===== config.mk =====
export PLATFORM = sky130hd
export DESIGN_NAME = pkt_page_alloc
export DESIGN_NICKNAME = d
export VERILOG_FILES = /design/src/rtl/pkt_page_alloc.sv
export SDC_FILE = /design/constraint.sdc
export NUM_CORES = 1
export LEC_CHECK = 0
export ABC_AREA = 1
export CELL_PAD_IN_SITES_DETAIL_PLACEMENT = 2
export CELL_PAD_IN_SITES_GLOBAL_PLACEMENT = 2
export CORE_UTILIZATION = 40
export DETAILED_ROUTE_END_ITERATION = 7
export DONT_BUFFER_PORTS = 1
export PLACE_DENSITY_LB_ADDON = 0.1
export SLEW_MARGIN = 20
export SYNTH_ARGS = -nofsm -noshare
export SYNTH_HDL_FRONTEND = slang
export SYNTH_SLANG_ARGS = --single-unit

===== constraint.sdc =====
create_clock -name clk -period 20.4 [get_ports clk]
set_clock_uncertainty 0.2 [all_clocks]
set_input_delay 5.1 -clock clk [delete_from_list [all_inputs] [get_ports clk]]
set_output_delay 5.1 -clock clk [all_outputs]
set_load 0.1 [all_outputs]

===== src/rtl/pkt_page_alloc.sv =====
module pkt_page_alloc #(
  parameter int MEM_BYTES  = 8192,
  parameter int PAGE_BYTES = 256,
  parameter int UNIT_BYTES = 2048,
  parameter int CODE_MAX   = 7,
  parameter int ARG_W      = 8
) (
  input  logic                                  clk,
  input  logic                                  rst_n,
  input  logic                                  cmd_valid,
  input  logic [2:0]                            cmd_op,
  input  logic [ARG_W-1:0]                      cmd_arg,
  output logic                                  busy,
  input  logic                                  int_ack,
  output logic                                  alloc_int,
  output logic [$clog2(MEM_BYTES/PAGE_BYTES)-1:0] res_pnum,
  output logic                                  res_fail,
  input  logic                                  rx_push,
  input  logic [$clog2(MEM_BYTES/PAGE_BYTES)-1:0] rx_pnum,
  output logic                                  rx_empty,
  output logic [$clog2(MEM_BYTES/PAGE_BYTES)-1:0] rx_head,
  input  logic                                  tx_pop,
  output logic                                  tx_empty,
  output logic [$clog2(MEM_BYTES/PAGE_BYTES)-1:0] tx_head,
  output logic [7:0]                            mem_free
);
  localparam int NPAGES     = MEM_BYTES / PAGE_BYTES;
  localparam int PW         = $clog2(NPAGES);
  localparam int CW         = $clog2(NPAGES + 1);
  localparam int LW         = $clog2(CODE_MAX + 1);
  localparam int UNIT_PAGES = UNIT_BYTES / PAGE_BYTES;

  localparam logic [2:0] OP_ALLOC = 3'd1;
  localparam logic [2:0] OP_RESET = 3'd2;
  localparam logic [2:0] OP_REL   = 3'd3;
  localparam logic [2:0] OP_FREE  = 3'd4;
  localparam logic [2:0] OP_ENQ   = 3'd5;

  logic [NPAGES-1:0] used, starts;
  logic [LW-1:0]     len_mem [NPAGES];
  logic              pend;
  logic [2:0]        pend_op;
  logic [ARG_W-1:0]  pend_arg;

  logic [PW-1:0] rx_mem [NPAGES];
  logic [PW-1:0] tx_mem [NPAGES];
  logic [PW-1:0] rx_rd, rx_wr, tx_rd, tx_wr;
  logic [CW-1:0] rx_cnt, tx_cnt, free_cnt;

  logic [NPAGES-1:0] run_mask, alloc_mask, free_mask;
  logic              fit_ok;
  logic [PW-1:0]     fit_pos, tgt;
  logic              tgt_ok;

  assign busy     = pend;
  assign rx_empty = (rx_cnt == '0);
  assign tx_empty = (tx_cnt == '0);
  assign rx_head  = rx_mem[rx_rd];
  assign tx_head  = tx_mem[tx_rd];
  assign mem_free = 8'(free_cnt / CW'(UNIT_PAGES));

  always_comb begin
    for (int i = 0; i < NPAGES; i++) run_mask[i] = (i <= int'(pend_arg));
    fit_ok  = 1'b0;
    fit_pos = '0;
    for (int s = NPAGES - 1; s >= 0; s--) begin
      if (int'(pend_arg) <= CODE_MAX && s + int'(pend_arg) < NPAGES &&
          ((used >> s) & run_mask) == '0) begin
        fit_ok  = 1'b1;
        fit_pos = PW'(s);
      end
    end
  end
  assign alloc_mask = run_mask << fit_pos;

  assign tgt = (pend_op == OP_REL) ? rx_head : pend_arg[PW-1:0];
  assign tgt_ok = (pend_op == OP_REL) ? (!rx_empty && starts[tgt])
                                      : (int'(pend_arg) < NPAGES && starts[tgt]);

  always_comb begin
    for (int i = 0; i < NPAGES; i++)
      free_mask[i] = (i >= int'(tgt)) && (i <= int'(tgt) + int'(len_mem[tgt]));
    free_cnt = '0;
    for (int i = 0; i < NPAGES; i++)
      if (!used[i]) free_cnt = free_cnt + CW'(1);
  end

  logic do_alloc, alloc_ok, do_free, do_rst, rx_pop_e, rx_push_e, tx_push_e, tx_pop_e;
  assign do_alloc  = pend && pend_op == OP_ALLOC;
  assign alloc_ok  = do_alloc && fit_ok;
  assign do_free   = pend && (pend_op == OP_FREE || pend_op == OP_REL) && tgt_ok;
  assign do_rst    = pend && pend_op == OP_RESET;
  assign rx_pop_e  = pend && pend_op == OP_REL && !rx_empty;
  assign rx_push_e = rx_push && rx_cnt != CW'(NPAGES);
  assign tx_push_e = pend && pend_op == OP_ENQ && tx_cnt != CW'(NPAGES);
  assign tx_pop_e  = tx_pop && !tx_empty;

  always_ff @(posedge clk or negedge rst_n) begin
    if (!rst_n) begin
      pend <= 1'b0; pend_op <= '0; pend_arg <= '0;
      used <= '0; starts <= '0;
      alloc_int <= 1'b0; res_fail <= 1'b0; res_pnum <= '0;
      rx_rd <= '0; rx_wr <= '0; rx_cnt <= '0;
      tx_rd <= '0; tx_wr <= '0; tx_cnt <= '0;
    end else begin
      pend <= cmd_valid && !pend;
      if (cmd_valid && !pend) begin
        pend_op  <= cmd_op;
        pend_arg <= cmd_arg;
      end
      if (do_rst) begin
        used <= '0; starts <= '0;
        alloc_int <= 1'b0; res_fail <= 1'b0; res_pnum <= '0;
        rx_rd <= '0; rx_wr <= '0; rx_cnt <= '0;
        tx_rd <= '0; tx_wr <= '0; tx_cnt <= '0;
      end else begin
        if (alloc_ok) begin
          used <= used | alloc_mask;
          starts[fit_pos] <= 1'b1;
        end
        if (do_free) begin
          used <= used & ~free_mask;
          starts[tgt] <= 1'b0;
        end
        if (do_alloc) begin
          res_fail <= !fit_ok;
          res_pnum <= fit_ok ? fit_pos : '0;
        end
        if (alloc_ok) alloc_int <= 1'b1;
        else if (int_ack) alloc_int <= 1'b0;
        if (rx_push_e) rx_wr <= rx_wr + PW'(1);
        if (rx_pop_e)  rx_rd <= rx_rd + PW'(1);
        rx_cnt <= rx_cnt + CW'(rx_push_e) - CW'(rx_pop_e);
        if (tx_push_e) tx_wr <= tx_wr + PW'(1);
        if (tx_pop_e)  tx_rd <= tx_rd + PW'(1);
        tx_cnt <= tx_cnt + CW'(tx_push_e) - CW'(tx_pop_e);
      end
    end
  end

  always_ff @(posedge clk) begin
    if (alloc_ok)  len_mem[fit_pos] <= LW'(pend_arg);
    if (rx_push_e) rx_mem[rx_wr] <= rx_pnum;
    if (tx_push_e) tx_mem[tx_wr] <= pend_arg[PW-1:0];
  end

  assert_busy_one_cycle_R2: assert property (@(posedge clk) disable iff (!rst_n)
    busy |=> !busy);
  assert_int_after_exec_R4: assert property (@(posedge clk) disable iff (!rst_n)
    $rose(alloc_int) |-> ($past(busy) && !res_fail));
  assert_fail_keeps_pages_R5: assert property (@(posedge clk) disable iff (!rst_n)
    $rose(res_fail) |-> $stable(used));
  assert_idle_pages_stable_R6: assert property (@(posedge clk) disable iff (!rst_n)
    !busy |=> $stable(used));
  assert_reset_clears_R11: assert property (@(posedge clk) disable iff (!rst_n)
    (busy && pend_op == OP_RESET) |=> (rx_empty && tx_empty && !alloc_int && used == '0));
endmodule


After elaboration in Yosys (flattened, before gate mapping)
Memories as Yosys holds them, arrays and structs flattened.
Index checks and enable logic that the tools add are counted.

operators by class
  divide/modulo/power cells = 0
  order comparisons = 131
  shifts and indexed selects = 1
  bitwise operators = 38
  add/sub/neg operators = 71
  reductions and logical operators = 157
  $mul = 0
  muxes and demuxes = 135
  eq/ne operators = 7

operators with widths
  kind                 count
  $logic_not 32->1     32
  $le 6x32->1 const A  15
  $lt 9x6->1 const B   31
  $le 5x32->1 const A  8
  $mux 32              7
  $mux 5               44
  $mux 6               33
  $add 6x1->6 const B  31
  $add 5x8->9 const A  16
  $le 4x32->1 const A  4
  $le 5x8->1 const A   16
  $logic_and 1x1->1    111
  $and 32x32->32       3
  $ge 5x5->1 const A   15
  $add 4x8->9 const A  8
  $le 3x32->1 const A  2
  $le 4x8->1 const A   8
  $not 32->32          2
  $or 32x32->32        2
  $mux 1               48
  $ge 4x5->1 const A   8
  $add 3x8->9 const A  4
  $and 1x32->32        1
  $and 10x32->32       1
  60 further kinds     90

storage, ports and cells
  memory bits (writable) = 416
  register bits after elaboration = 115
  memory bits (read-only) = 0
  bits in latches = 0
  input port bits = 22
  output and inout bits = 28
  memories kept = 3

memory list
  name     depth  width  rd ports  clocked after memory_dff  write ports  line  source
  rx_mem   32     5      1         0                         1            45    logic [PW-1:0] rx_mem [NPAGES];
  tx_mem   32     5      1         0                         1            46    logic [PW-1:0] tx_mem [NPAGES];
  len_mem  32     3      1         0                         1            40    logic [LW-1:0] len_mem [NPAGES];

Depth between registers and ports, before layout
  depth in word-level cells = 63
  gate-level depth with buffers = 101
  depth with buffers taken out = 101

Worst setup path before layout
No wires, ideal clock.

  kind = register -> output
  start = register used[1]
  end = output port mem_free[2]
  setup slack = 2,608 ps
  path buffers = 0
  cell stages (with the launch flop) = 96
  data required time = 15,100 ps
  arrival = 12,492 ps
  path through = dfrtp_1 > inv_1 > ha_1 > inv_1 > nand2_1 > nand2_2 > inv_1 > ha_1 > or2_2 > nand2_1 > nand2_1 > nand3_1 > nand2_1 > ha_1 > nand2_1 > nand2_1 > inv_1 > nor2_2 > [... 60 more ...] > ha_1 > nand2_1 > nand2_1 > nand2_1 > nand2_1 > ha_1 > or2_2 > nand2_1 > inv_1 > ha_1 > o21ai_0 > nor2_1 > nand4_1 > nor2_2 > nand2_2 > inv_1 > nand2_1 > nand2_1

between the ends
  word-level cells in the longest chain between the ends = 61

ends and longest elaborated chain
  element                 line  source
  from (decl)             39    logic [NPAGES-1:0] used, starts;
  from (signal assigned)  118   used <= used | alloc_mask;
  from (signal assigned)  122   used <= used & ~free_mask;
  $mux 6 *                85    if (!used[i]) free_cnt = free_cnt + CW'(1);
  $add 6x1->6             85
  $mux 6 *                85
  $add 6x1->6             85
  $mux 6 *                85
  $add 6x1->6             85
  $mux 6 *                85
  $add 6x1->6             85
  [... 45 more ...]       -
  $add 6x1->6             85
  $mux 6 *                85
  $add 6x1->6             85
  $mux 6 *                85
  $add 6x1->6             85
  $mux 6 *                85
  $add 6x1->6             85
  $mux 6 *                85
  to (decl)               25    output logic [7:0] mem_free

Every way passes the cells marked *; elsewhere a longest branch is shown, timed or not.

Worst setup path in the final report
  start = register used[0]
  end = output port mem_free[0]

between the ends
  word-level cells in the longest chain between the ends = 63

ends and longest elaborated chain
  element            line
  $mux 1 *           85
  $add 6x1->6        85
  $mux 6 *           85
  $add 6x1->6        85
  $mux 6 *           85
  $add 6x1->6        85
  $mux 6 *           85
  $add 6x1->6        85
  [... 47 more ...]  -
  $add 6x1->6        85
  $mux 6 *           85
  $add 6x1->6        85
  $mux 6 *           85
  $add 6x1->6        85
  $mux 6 *           85
  $add 6x1->6        85
  $mux 6 *           85

Marks and branches as above.

==> flow_metrics.tcl <==
set metrics [dict create \
    status "finished, final reports clean" \
    portBuffers 0 \
    synthCells 4311 \
    worstSetupPathType "flop to output pin" \
    vias_per_cell 6.35 \
    wire_per_inst_um 29.1 \
    clock_sinks 531 \
    final_net_count 4353 \
    overflow 0 \
    synth_ff_type "edfxtp_1" \
    hold_class "flop to flop" \
    asyncSetResetFlopFracSynth_pct 21.7 \
    yosys_warnings 0 \
    clock_latency_ns 0.68 \
    h-tree-depth 2 \
    finalHoldViolations 0 \
    drt_iter0_markers 2914 \
    root_buffer "clkbuf_16" \
    die_y_um 295 \
    routabilityCongestion 0.976 \
    crit_family "simple AND/OR/NAND/NOR gates" \
    syn_area_um2 34300 \
    hold_start "starts[8]" \
    cpPeakStageDelay_ns 0.40 \
    cp_slowest_cell "dfrtp_1" \
    grtUsageTotal_pct 36.1 \
    finalSetupViolations 0 \
    cp-startpoint "used[0]" \
    max_cap_viol_count 0 \
    seq_area_frac_synth_pct 44.8 \
    fin_crit_ns 19.51 \
    fin_setup_tns_ns 0 \
    grt_max_degree 116 \
    antenna_found_initial 6 \
    initial_utilization_pct 40.4 \
    dpl.hpwl_um 109000 \
    crit_required_ns 15.10 \
    die_area_um2 87000 \
    synth-seq-cells 531 \
    cp_common_cell "nand2_1" \
    totalWireLength_um 159000 \
    pin_count 50 \
    rr_startpoint "pend_arg[6]" \
    path_clk_slew_ns 0.06 \
    tightest_slew_ns 1.10 \
    cts_tree "built" \
    num_vias 34644 \
    dpl_cell_area_um2 35600 \
    drv_slew 0 \
    synth.avg_cell_area_um2 7.96 \
    synth_edf_count 416 \
    fin_area_um2 38100 \
    drt_pass1_iterations 6 \
    worstPathArrival_ns 14.21 \
    grt_pass1_wl_um 237000 \
    period_share_pct 95.6 \
    path_max_fanout 4 \
    synth.distinct_cells 62 \
    coreArea_um2 85000 \
    start_kind "flop" \
    post-route-drc-count 0 \
    clockBufferDepth 3 \
    fp.dieW_um 295 \
    syn_to_final_growth_pct 11.1 \
    grt_pass1_vias 36902 \
    rows 107 \
    endpoint_kind "output pin" \
    critPathBufInv 9 \
    slew_headroom_pct 26.1 \
    antenna_left 0 \
    clock.fmax_ghz 0.0513 \
    final_layout_size_suffix_gt1_share_pct 10.8 \
    cts_inserted_buffers 59 \
    postLayoutCoreUtil_pct 44.8 \
]
state kept, by name, summed over array words and instances, names as in the netlist:
signal,cells
rx_mem,160
starts,32
len_mem,96
res_fail,1
rx_cnt,6
pend_op,3
pend_arg,8
busy,1
tx_rd,5
rx_wr,5
rx_rd,5
tx_cnt,6
res_pnum,5
tx_wr,5
used,32
alloc_int,1
tx_mem,160
routing by layer:
metal	GRT usage, %	part of all wire (%)	wire length, µm
met5	0	0.026	41
met4	17.2	5.3	8390
met3	7.10	7.8	12300
met2	59.5	47	74400
met1	45.4	40	63900
Yosys cell counts (6+ instances only):
cell	instances	area (µm²)
nand3b_1	12	90.1
o221ai_1	61	534
o31ai_1	6	45.0
o2111ai_1	39	342
a2111oi_0	21	184
or2_2	13	81.3
nand2_4	12	135
xor2_1	21	184
nand2_2	69	432
mux2i_1	8	80.1
buf_1	21	78.8
a31oi_1	38	238
a211oi_1	36	270
nor4_1	21	131
nand3_2	59	591
a21oi_1	138	691
edfxtp_1	416	12500
o32ai_1	9	78.8
buf_4	7	52.6
o221a_2	6	67.6
o21ai_0	425	2130
nand4_1	44	275
dfrtp_1	115	2880
nor2_1	560	2100
inv_2	10	37.5
nor2_2	7	43.8
buf_2	18	90.1
ha_1	68	851
o211ai_1	27	203
nand3_1	277	1390
clkinv_1	31	116
nor3_1	44	220
nand2_1	769	2890
clkbuf_1	187	702
o22ai_1	207	1290
a221oi_1	32	280
inv_1	428	1610
a22oi_1	9	67.6
cell type report:
type,instances,area [µm²]
fill,9584,46900
multi-input combinational,3077,16500
sequential,531,15400
inverter,472,1780
clock buffer,68,1510
tap,1144,1430
timing repair buffer,119,913
clock inverter,44,619
antenna,5,12.5
repair_timing:
item                                   in CTS  in global routing
hold buffers                                0                  0
pin swaps                                   0                 24
setup endpoints to repair                   3                  3
endpoints found under the hold margin       0                  0
resized for setup                           4                 62
buffers inserted                            0                 16
layout by cell type, fill, tap and decap left out, types with 95 or more instances in the layout:
cell type / instances
nand3_1: 264
nand2_2: 95
dfrtp_1: 108
inv_1: 424
buf_4: 117
nor2_1: 558
edfxtp_1: 416
nand2_1: 743
o22ai_1: 207
o21ai_0: 419
a21oi_1: 134
stage by stage:
step           worst slack (ns)  std cells  hold slack, ns
5_1_grt                  -0.200       5458           0.320
3_5_place_dp              0.680       5327           0.289
2_1_floorplan              2.61       4315           0.265
4_1_cts                  0.0643       5439           0.303
3_3_place_gp               1.50       5327           0.276
6_report                  0.894       5460           0.313
cell families (layout without fill, tap and decap cells):
family	Yosys count	count (layout)	synth area share, %
AOI/OAI and AO/OA	1074	1074	19.2
xor gates and xnor gates	22	22	0.562
adders and majority gates	71	71	2.65
buffers and inverters	707	703	7.94
DFF	531	531	44.8
muxes	9	9	0.266
other	1	10	0.0109
and+or+nand+nor	1896	1896	24.6
path summary, 6_finish.rpt:
path / endpoint / slack (ns) / cells after the start
max: mem_free[0] / 0.89 / 95
min: starts[8] / 0.31 / 1
max reg2reg: starts[7] / 10.25 / 26
min reg2reg: starts[8] / 0.31 / 1
max in group asynchronous: used[1] / 15.75 / 0
min in group asynchronous: alloc_int / 3.92 / 0
Power is not shown: default switching activity piles up to over one toggle a cycle in this logic, so the estimate is an artifact.
